File: config.mk
export PLATFORM = sky130hd
export DESIGN_NAME = trailbit_unit
export DESIGN_NICKNAME = d
export VERILOG_FILES = /design/src/rtl/trailbit_pkg.sv /design/src/rtl/trailbit_neighbors.sv /design/src/rtl/trailbit_select.sv /design/src/rtl/trailbit_unit.sv
export SDC_FILE = /design/constraint.sdc
export NUM_CORES = 1
export LEC_CHECK = 0
export BUFFER_PORTS_ARGS = -buffer_cell sky130_fd_sc_hd__buf_2
export CAP_MARGIN = 20
export CORE_MARGIN = 2
export CORE_UTILIZATION = 40
export CTS_CLUSTER_SIZE = 8
export DETAILED_ROUTE_END_ITERATION = 8
export PLACE_DENSITY = 0.71
export SLEW_MARGIN = 20
export SYNTH_ARGS = -nofsm -noshare
export SYNTH_HDL_FRONTEND = slang
export SYNTH_SLANG_ARGS = --single-unit
File: constraint.sdc
create_clock -name clk -period 3.7 [get_ports clk]
set_input_delay 0.37 -clock clk [delete_from_list [all_inputs] [get_ports clk]]
set_output_delay 0.37 -clock clk [all_outputs]
set_load 0.01 [all_outputs]
File: src/rtl/trailbit_pkg.sv
package trailbit_pkg;

    localparam int OP_W = 4;

    localparam logic [OP_W-1:0] OP_CLRFILL   = 4'd0;
    localparam logic [OP_W-1:0] OP_CLRHOLE   = 4'd1;
    localparam logic [OP_W-1:0] OP_CLRPICK   = 4'd2;
    localparam logic [OP_W-1:0] OP_CLRMASK   = 4'd3;
    localparam logic [OP_W-1:0] OP_CLRSET    = 4'd4;
    localparam logic [OP_W-1:0] OP_SETFILL   = 4'd5;
    localparam logic [OP_W-1:0] OP_SETHOLE   = 4'd6;
    localparam logic [OP_W-1:0] OP_ONESMASKN = 4'd7;
    localparam logic [OP_W-1:0] OP_ZEROMASK  = 4'd8;

    typedef struct packed {
        logic nobit;
        logic badop;
    } tb_flags_t;

    function automatic logic op_is_legal(input logic [OP_W-1:0] op);
        return op <= OP_ZEROMASK;
    endfunction

    function automatic logic op_uses_dec(input logic [OP_W-1:0] op);
        return (op == OP_SETFILL) || (op == OP_SETHOLE) || (op == OP_ZEROMASK);
    endfunction

endpackage

File: src/rtl/trailbit_neighbors.sv
module trailbit_neighbors #(
    parameter int W = 64
) (
    input  logic [W-1:0] x,
    output logic [W-1:0] x_inc,
    output logic [W-1:0] x_dec,
    output logic         all_ones,
    output logic         all_zero
);
    assign x_inc    = x + W'(1);
    assign x_dec    = x - W'(1);
    assign all_ones = &x;
    assign all_zero = ~|x;
endmodule

File: src/rtl/trailbit_select.sv
module trailbit_select
    import trailbit_pkg::*;
#(
    parameter int W = 64
) (
    input  logic [OP_W-1:0] op,
    input  logic [W-1:0]    x,
    input  logic [W-1:0]    x_inc,
    input  logic [W-1:0]    x_dec,
    input  logic            all_ones,
    input  logic            all_zero,
    output logic [W-1:0]    res,
    output tb_flags_t       flags
);
    always_comb begin
        res = '0;
        unique case (op)
            OP_CLRFILL:   res = x & x_inc;
            OP_CLRHOLE:   res = x | ~x_inc;
            OP_CLRPICK:   res = ~x & x_inc;
            OP_CLRMASK:   res = x ^ x_inc;
            OP_CLRSET:    res = x | x_inc;
            OP_SETFILL:   res = x | x_dec;
            OP_SETHOLE:   res = ~x | x_dec;
            OP_ONESMASKN: res = ~x | x_inc;
            OP_ZEROMASK:  res = ~x & x_dec;
            default:      res = '0;
        endcase
    end

    always_comb begin
        flags.badop = !op_is_legal(op);
        if (!op_is_legal(op))
            flags.nobit = 1'b0;
        else if (op_uses_dec(op))
            flags.nobit = all_zero;
        else
            flags.nobit = all_ones;
    end
endmodule

File: src/rtl/trailbit_unit.sv
module trailbit_unit
    import trailbit_pkg::*;
#(
    parameter int W = 64
) (
    input  logic            clk,
    input  logic            rst,
    input  logic            op_valid,
    input  logic [OP_W-1:0] op_code,
    input  logic [W-1:0]    op_x,
    output logic            res_valid,
    output logic [W-1:0]    res_data,
    output logic            res_nobit,
    output logic            res_badop
);
    logic [W-1:0] x_inc, x_dec, nxt_res;
    logic         all_ones, all_zero;
    tb_flags_t    nxt_flags, flags_q;

    trailbit_neighbors #(.W(W)) u_nbr (
        .x(op_x), .x_inc(x_inc), .x_dec(x_dec),
        .all_ones(all_ones), .all_zero(all_zero)
    );

    trailbit_select #(.W(W)) u_sel (
        .op(op_code), .x(op_x), .x_inc(x_inc), .x_dec(x_dec),
        .all_ones(all_ones), .all_zero(all_zero),
        .res(nxt_res), .flags(nxt_flags)
    );

    always_ff @(posedge clk) begin
        if (rst) begin
            res_valid <= 1'b0;
            res_data  <= '0;
            flags_q   <= '0;
        end else begin
            res_valid <= op_valid;
            if (op_valid) begin
                res_data <= nxt_res;
                flags_q  <= nxt_flags;
            end
        end
    end

    assign res_nobit = flags_q.nobit;
    assign res_badop = flags_q.badop;

    p_valid_lat_r1: assert property (@(posedge clk) disable iff (rst)
        !rst |=> res_valid == $past(op_valid));

    p_clrfill_subset_r2: assert property (@(posedge clk) disable iff (rst)
        op_valid && op_code == OP_CLRFILL |=> (res_data & ~$past(op_x)) == '0);

    p_pick_onehot_r2: assert property (@(posedge clk) disable iff (rst)
        op_valid && op_code == OP_CLRPICK |=> $onehot0(res_data));

    p_nobit_inc_r7: assert property (@(posedge clk) disable iff (rst)
        op_valid && op_code <= OP_ZEROMASK && !op_uses_dec(op_code) && (&op_x)
        |=> res_nobit);

    p_badop_r8: assert property (@(posedge clk) disable iff (rst)
        op_valid && op_code > OP_ZEROMASK
        |=> res_badop && !res_nobit && res_data == '0);

    p_hold_r9: assert property (@(posedge clk) disable iff (rst)
        !op_valid |=> $stable(res_data) && $stable(res_nobit) && $stable(res_badop));
endmodule

==> flow_summary_export.csv, run 1 <==
group,metric,value,unit
routing,firstDrtPassIters,9,
routing,drt_drc_violations_left,1,
synthesis,ys_async_sr_fraction,0,
worst_setup_path,r2r_start,"res_data[28]$_SDFFE_PP0P_",
clock_network,numCtsBuffers,9,
synthesis,mappedNetlistArea,10200,µm²
sta,report.final.setup_viol,0,
placement,detailed_place_hpwl,35610,µm
sta,maxSlewViolCount,0,
min_path,tightest_hold_check_type,"primary input to flip-flop",
routing,drt-initial-drc-count,2267,
pwr,vdd_ir_drop_max,205.4,µV
worst_setup_path,worst_ep_required_time,3900,ps
routing,viasPerCell,6.973,
synthesis,synth_largest_type_area_fraction,0.1315,
synthesis,synth_warnings,0,
synthesis,postSynthCellCount,1510,
global_routing,grt.met2_usage,0.5451,
routing,finalWirelength,50810,µm
global_routing,grt_util_met1,0.5028,
global_routing,first_pass_grt_wire_length,75350,µm
synthesis,synth.top_cells.by_area,"sky130_fd_sc_hd__dfxtp_1 (13%), sky130_fd_sc_hd__ha_1 (8.1%), sky130_fd_sc_hd__o21ai_0 (6.4%), sky130_fd_sc_hd__nand2_1 (5.6%), sky130_fd_sc_hd__nor2_1 (5.2%)",
final_layout,proportion_of_layout_cells_with_a_drive_suffix_above_1,0.2006,
worst_setup_path,worst_r2r_endpoint,"res_data[28]$_SDFFE_PP0P_",
synthesis,synth_area_leader_cell,"sky130_fd_sc_hd__dfxtp_1",
clock_network,cts_num_sinks,67,
floorplanning,placementRows,58,
global_routing,globalRoute.busiestLayer,"met2",
final_layout,fillCellCount,2602,
routing,wire_per_inst,25.99,µm
clock_network,cts_tree,"yes",
synthesis,synth-seq-area-share,0.1315,
worst_setup_path,timing_worst_setup_path_type,"primary input to flip-flop",
global_routing,grt_antenna_before_repair,0,
clock_network,postCtsHoldBufs,0,
worst_setup_path,crit_chain,"buf_2, and2_1, and4_1, and4_1, nand3_1, nor4_2, nand2_1, ha_1, or4b_2, o2111ai_1, o211a_1, nand2_1, nor2_1, a2111oi_1",
sta,final-hold-violation-count,0,
final_layout,antenna_cells,0,
final_layout,areaGrowthSynthToFinish,17.41,%
synthesis,yosys_most_used_dff,"sky130_fd_sc_hd__dfxtp_1",
floorplanning,die_h,163.7,µm
routing,antenna_violating_nets_post_route,0,
run_status,outcome,"complete, but fails checks",
clock_network,root_cell_of_the_clock_tree,"sky130_fd_sc_hd__clkbuf_16",
global_routing,overflow,0,
run,timing.max_cap.violations,0,
sta,post-route-min-period,3315,ps
worst_setup_path,critical_path.max_stage_delay,590,ps
sta,layout_worst_path_cycle_share,0.8960,
worst_setup_path,slowest_stage,"sky130_fd_sc_hd__or4b_2",
run_status,violations,"DRC",
final_layout,multi_input_comb_area,8167,µm²
sta,timing_worst_slew_pin_value,1140,ps
clock_network,clkSlewWorstSetupHoldPaths,60,ps
placement,numPortBuffers,137,
routing,route.vias.total,13630,
worst_setup_path,timing.critical_path.from,"op_x[37]",
global_routing,grt_util_met3,0.09167,
final_layout,layout_commonest_cell,"sky130_fd_sc_hd__nand2_1",
worst_setup_path,setup.reg_to_reg.worst_slack,2310,ps
final_layout,layout_common_cells,"sky130_fd_sc_hd__nand2_1 (151), sky130_fd_sc_hd__nor2_1 (140), sky130_fd_sc_hd__buf_2 (135)",
worst_setup_path,critical_path.endpoint,"res_data[62]$_SDFFE_PP0P_",
synthesis,synth_seq_cells,67,
placement,place_congestion,1.062,
final_layout,seqCellArea,1341,µm²
pwr,power_density,232.5,nW/µm²
synthesis,synth_enable_flop_cells,0,
sta,grt_setup_unrepaired,"no",
final_layout,design.final.nets,1757,
clock_network,htreeDepth,3,
pwr,static-leakage-power,0.004521,µW
synthesis,netlist-cell-type-count,84,
worst_setup_path,cp-start-kind,"primary input",
worst_setup_path,crit_fanout,12,
floorplanning,start_util,0.4062,
floorplanning,ios,138,
floorplanning,area_of_the_die,26790,µm²
global_routing,grt.total_usage,0.3700,
pwr,finalPower,2784,µW
sta,clock_skew,0,ps
clock_network,post_cts_resized,0,
floorplanning,placeableCoreArea,25110,µm²
clock_network,post-cts-setup-buffer-count,0,
clock_network,cts.path.max_buffers,2,
global_routing,grt_max_degree,74,
floorplanning,fp.dieW,163.7,µm
synthesis,synthesis.area_per_instance,6.754,µm²
sta,slew_headroom,0.2372,
global_routing,first_global_vias,12320,
clock_network,worstSkewPairLatency,360,ps
worst_setup_path,worstPathArrival,3520,ps
worst_setup_path,reg2reg_depth,4,
sta,finalSetupTns,0,ps
synthesis,synth.net_count,1647,
sta,max_freq,0.3016,GHz
worst_setup_path,endpoint_kind,"flip-flop",
[how the worst min path moves through the flow]
stage                                    from  slack, ps  cells after the start                        end
floorplan                                 rst        450                      1       res_valid$_SDFF_PP0_
finish                               op_x[62]        400                      2     res_nobit$_SDFFE_PP0P_
global placement    res_data[16]$_SDFFE_PP0P_        420                      2  res_data[16]$_SDFFE_PP0P_
global route                         op_x[62]        410                      2     res_nobit$_SDFFE_PP0P_
CTS                                  op_x[62]        380                      2     res_nobit$_SDFFE_PP0P_
detailed placement  res_data[16]$_SDFFE_PP0P_        430                      2  res_data[16]$_SDFFE_PP0P_
[synthesized netlist by cell type, types with 5 or more instances]
master,number
sky130_fd_sc_hd__o2111ai_1,6
sky130_fd_sc_hd__dfxtp_1,67
sky130_fd_sc_hd__and2_1,9
sky130_fd_sc_hd__nand3b_1,15
sky130_fd_sc_hd__a21o_1,11
sky130_fd_sc_hd__nand2b_1,20
sky130_fd_sc_hd__o211ai_1,19
sky130_fd_sc_hd__nand2_1,151
sky130_fd_sc_hd__clkbuf_1,120
sky130_fd_sc_hd__a31oi_1,43
sky130_fd_sc_hd__xnor2_1,18
sky130_fd_sc_hd__nor2_1,141
sky130_fd_sc_hd__o21bai_1,5
sky130_fd_sc_hd__o31a_1,5
sky130_fd_sc_hd__inv_1,19
sky130_fd_sc_hd__mux2i_1,52
sky130_fd_sc_hd__o22ai_1,16
sky130_fd_sc_hd__or3_1,18
sky130_fd_sc_hd__a22o_1,8
sky130_fd_sc_hd__a22oi_1,7
sky130_fd_sc_hd__a21oi_1,102
sky130_fd_sc_hd__and3_1,15
sky130_fd_sc_hd__ha_1,66
sky130_fd_sc_hd__nor4_1,27
sky130_fd_sc_hd__a311oi_1,9
sky130_fd_sc_hd__o21ai_0,130
sky130_fd_sc_hd__a211o_1,5
sky130_fd_sc_hd__or4_1,11
sky130_fd_sc_hd__or2_2,5
sky130_fd_sc_hd__nor3_1,55
sky130_fd_sc_hd__buf_2,24
sky130_fd_sc_hd__and4_1,5
sky130_fd_sc_hd__a2111oi_0,9
sky130_fd_sc_hd__nand3_1,49
sky130_fd_sc_hd__a211oi_1,18
sky130_fd_sc_hd__o221ai_1,21
sky130_fd_sc_hd__a221oi_1,32
sky130_fd_sc_hd__a222oi_1,7
sky130_fd_sc_hd__nand4_1,29
sky130_fd_sc_hd__nor2b_1,22
sky130_fd_sc_hd__buf_1,14
sky130_fd_sc_hd__nor4_2,11
[through the flow]
step                setup WS [ps]  cell area [µm²]  hold slack [ps]    util  instances
floorplan                   263.6            10200            453.4       -       1510
global placement            229.0            11670            420.2  0.4647       1939
detailed placement          138.0            11670            427.2  0.4647       1939
CTS                         502.4            11970            379.0  0.4769       1955
global route                273.5            11970            409.7  0.4769       1955
finish                      384.8            11970            401.0  0.4769       1955
[per-layer routing]
layer	vias to the layer above	part of all wire	wire length, µm
li1	5975	-	-
met4	0	0.052	2630
met3	204	0.14	7196
met5	-	0	0
met1	6340	0.39	20040
met2	1114	0.41	20950
[where the power goes]
part,internal (µW),total (µW),switching (µW),leakage (µW)
clock network,560,964,404,0.000153
registers,755,775,20.2,0.000546
logic,371,1050,674,0.00382
[cell families (layout without fill, tap and decap cells)]
family	Yosys count	in the layout	synth area share
flops	67	67	0.1315
fa+ha+maj	67	67	0.08195
mux	57	57	0.05656
simple gates	618	618	0.3202
compound gates	499	499	0.3223
buf+inv	182	297	0.07030
xor+xnor	20	20	0.01718
[flip-flops by register name, summed over array words and instances (netlist names)]
signal,cells
res_valid,1
res_nobit,1
res_badop,1
res_data,64
[critical path: cells and delay by family]
kind | cells | cell delay [ps]
compound gates | 3 | 420
buf+inv | 1 | 200
fa+ha+maj | 1 | 340
simple gates | 9 | 2200
[cell type report]
cell class                 count  share of cell area
clock buffer                  12             0.02142
clock inverter                 4            0.004075
inverter                      23            0.007210
multi-input combinational   1261              0.6820
sequential                    67              0.1120
tap                          330             0.03448
timing repair buffer         258              0.1388
Power figures use the tool's default switching activity.
==> run 2, diff against run 1 <==
Settings changed: PLACE_DENSITY 0.71 to 0.7, SYNTH_HIERARCHICAL set to 1.
==> flow_summary_export.csv, run 2 <==
group,metric,value,unit
sta,finalHoldWorstSlack,489.2,ps
sta,timing_worst_slew_pin_value,1071,ps
worst_setup_path,crit_fanout,10,
placement,detailed_place_hpwl,26760,µm
synthesis,synth-seq-area-share,0.1181,
floorplanning,area_of_the_die,29760,µm²
sta,final-hold-violation-count,0,
global_routing,first_global_vias,11840,
placement,place_congestion,0.9030,
placement,placed_cells,1941,
sta,report.final.setup_viol,0,
synthesis,ys_async_sr_fraction,0,
worst_setup_path,cp-start-kind,"primary input",
routing,wire_per_inst,20.80,µm
final_layout,post_layout_nonfiller_instances,1959,
run,timing.max_cap.violations,0,
pwr,static-leakage-power,0.005348,µW
global_routing,grt.total_usage,0.2598,
final_layout,registers.top_by_ff_count,"res_data",
final_layout,seqCellArea,1341,µm²
pwr,power_frac_clock,0.300,
sta,max_freq,0.3024,GHz
pwr,finalPower,2869,µW
synthesis,synthesis.area_per_instance,7.706,µm²
final_layout,proportion_of_layout_cells_with_a_drive_suffix_above_1,0.1926,
synthesis,synth_seq_cells,67,
min_path,min_delay_path_depth,2,
clock_network,numCtsBuffers,9,
final_layout,multi_input_comb_area,9057,µm²
routing,drt_drc_violations_left,0,
pwr,p_comb_frac,0.424,
synthesis,synth_largest_type_area_fraction,0.1181,
clock_network,cts_tree,"yes",
synthesis,synth_warnings,6,
clock_network,cts.path.max_buffers,2,
synthesis,postSynthCellCount,1474,
routing,finalWirelength,40750,µm
sta,grt_setup_unrepaired,"no",
clock_network,postCtsHoldBufs,0,
clock_network,clkSlewWorstSetupHoldPaths,70,ps
clock_network,cts_num_sinks,67,
global_routing,first_pass_grt_wire_length,63700,µm
sta,post-route-min-period,3306,ps
routing,antenna_violating_nets_post_route,0,
worst_setup_path,timing_worst_setup_path_type,"primary input to flip-flop",
floorplanning,fp.dieW,172.5,µm
clock_network,worstSkewPairLatency,350,ps
sta,clock_skew,0,ps
final_layout,layout_commonest_cell,"sky130_fd_sc_hd__nor2_1",
synthesis,mappedNetlistArea,11360,µm²
floorplanning,ios,138,
run_status,outcome,"finished, final reports clean",
routing,viasPerCell,6.454,
routing,route.vias.total,12640,
global_routing,grt_antenna_before_repair,4,
pwr,power_density,223.9,nW/µm²
final_layout,areaGrowthSynthToFinish,12.81,%
worst_setup_path,worst_ep_required_time,3990,ps
sta,maxSlewViolCount,0,
synthesis,yosys_most_used_dff,"sky130_fd_sc_hd__dfxtp_1",
worst_setup_path,worstPathArrival,3590,ps
placement,numPortBuffers,137,
global_routing,overflow,0,
final_layout,fillCellCount,2774,
clock_network,post-cts-setup-buffer-count,0,
clock_network,post_cts_resized,0,
synthesis,yosysMostFrequentCell,"sky130_fd_sc_hd__nor2_1",
pwr,intPower,1722,µW
pwr,seq_power_share,0.276,
final_layout,layout_common_cells,"sky130_fd_sc_hd__nor2_1 (235), sky130_fd_sc_hd__buf_2 (135), sky130_fd_sc_hd__mux2i_1 (130)",
sta,layout_worst_path_cycle_share,0.8936,
final_layout,largest_register_ff_count,64,
pwr,vdd_ir_drop_max,168.6,µV
pwr,p_switching,1147,µW
floorplanning,die_h,172.5,µm
floorplanning,placeableCoreArea,27860,µm²
clock_network,root_cell_of_the_clock_tree,"sky130_fd_sc_hd__clkbuf_16",
clock_network,htreeDepth,3,
floorplanning,placementRows,61,
final_layout,design.final.nets,1711,
synthesis,netlist-cell-type-count,67,
floorplanning,start_util,0.4077,
routing,firstDrtPassIters,6,
worst_setup_path,endpoint_kind,"flip-flop",
min_path,tightest_hold_check_type,"flip-flop to flip-flop",
pwr,switching_share,0.3997,
routing,drt-initial-drc-count,1341,
synthesis,synth_area_leader_cell,"sky130_fd_sc_hd__dfxtp_1",
sta,finalSetupTns,0,ps
synthesis,synth.net_count,1611,
synthesis,synth_enable_flop_cells,0,
global_routing,grt_max_degree,75,
sta,slew_headroom,0.2859,
worst_setup_path,reg2reg_depth,2,
synthesis,post_synth_top_cells,"sky130_fd_sc_hd__nor2_1 (235), sky130_fd_sc_hd__mux2i_1 (130), sky130_fd_sc_hd__a21oi_1 (129)",
synthesis,synth.top_cells.by_area,"sky130_fd_sc_hd__dfxtp_1 (12%), sky130_fd_sc_hd__mux2i_1 (11%), sky130_fd_sc_hd__nor2_1 (7.8%), sky130_fd_sc_hd__ha_1 (7.3%), sky130_fd_sc_hd__a21oi_1 (5.7%)",
## run 2: cell count changes after synthesis, moves of 42 or more
cell                        change
sky130_fd_sc_hd__o21ai_0      -128
sky130_fd_sc_hd__nand2_1      -107
sky130_fd_sc_hd__nor2_1        +94
sky130_fd_sc_hd__mux2i_1       +78
sky130_fd_sc_hd__clkbuf_1      -68
sky130_fd_sc_hd__a2bb2oi_1     +59
sky130_fd_sc_hd__o311ai_1      +58
sky130_fd_sc_hd__a22oi_1       +57
sky130_fd_sc_hd__a22o_1        +55
sky130_fd_sc_hd__xor2_1        +53
sky130_fd_sc_hd__xnor2_1       +48
sky130_fd_sc_hd__a31oi_1       -42
sky130_fd_sc_hd__o221ai_1      +42
## run 2: worst max-delay path, stage by stage
cell,delay (ps)
sky130_fd_sc_hd__buf_2,160
sky130_fd_sc_hd__inv_1,100
sky130_fd_sc_hd__ha_1,220
sky130_fd_sc_hd__nor4b_1,360
sky130_fd_sc_hd__nand3_1,310
sky130_fd_sc_hd__buf_4,270
sky130_fd_sc_hd__nor4_1,340
sky130_fd_sc_hd__or3b_2,490
sky130_fd_sc_hd__xnor2_1,290
sky130_fd_sc_hd__a2bb2oi_1,210
sky130_fd_sc_hd__o221ai_1,140
sky130_fd_sc_hd__o311ai_1,140
sky130_fd_sc_hd__mux2i_1,120
sky130_fd_sc_hd__nor2_1,90
## run 2: cell type report
| cell class | count | share of cell area |
|---|---|---|
| diodes | 3 | 0.0005859 |
| clock buffers | 12 | 0.01924 |
| clock inverters | 3 | 0.001172 |
| inverters | 8 | 0.002441 |
| multi-input cells | 1241 | 0.7069 |
| flip-flops and latches | 67 | 0.1047 |
| well taps | 378 | 0.03691 |
| repair buffers | 247 | 0.1281 |
## run 2: final timing paths
check,start,to,slack [ps]
setup reg to reg,res_data[56]$_SDFFE_PP0P_,res_data[56]$_SDFFE_PP0P_,3000
hold reg to reg,res_data[39]$_SDFFE_PP0P_,res_data[39]$_SDFFE_PP0P_,490
setup / recovery,op_x[0],res_data[38]$_SDFFE_PP0P_,390
hold / removal,res_data[39]$_SDFFE_PP0P_,res_data[39]$_SDFFE_PP0P_,490
## run 2: cells by family (layout without fill, tap and decap cells)
family                     Yosys count  after routing  share of synthesized area
xor gates and xnor gates           122            122                    0.09473
DFF                                 67             67                     0.1181
other                                0              3                          0
and+or+nand+nor                    468            468                     0.2128
buffers and inverters              166            270                    0.08669
adders and majority gates           66             66                    0.07270
muxes                              130            130                     0.1146
AOI/OAI and AO/OA                  455            455                     0.3004
## run 2: routing by layer
metal	global-route usage	share of wire	up-vias
met5	0	0.00052	-
met4	0.1375	0.042	4
met3	0.04156	0.084	130
met2	0.4127	0.45	685
met1	0.3376	0.42	5985
li1	-	-	5840
## run 2: power by group through the flow
stage	registers [µW]	clock network (µW)	logic (µW)
floorplan	824	0	813
global placement	807	0	1150
detailed placement	808	0	1190
CTS	792	879	1190
global route	797	904	1320
finish	791	862	1220
## run 2: metrics by stage
step / instance area, µm² / utilization / setup slack [ps]
finish: 12810 / 0.4600 / 393.6
global route: 12810 / 0.4599 / 222.1
CTS: 12810 / 0.4597 / 476.0
detailed placement: 12540 / 0.4503 / 122.5
global placement: 12540 / 0.4503 / 149.8
floorplan: 11360 / - / 431.3
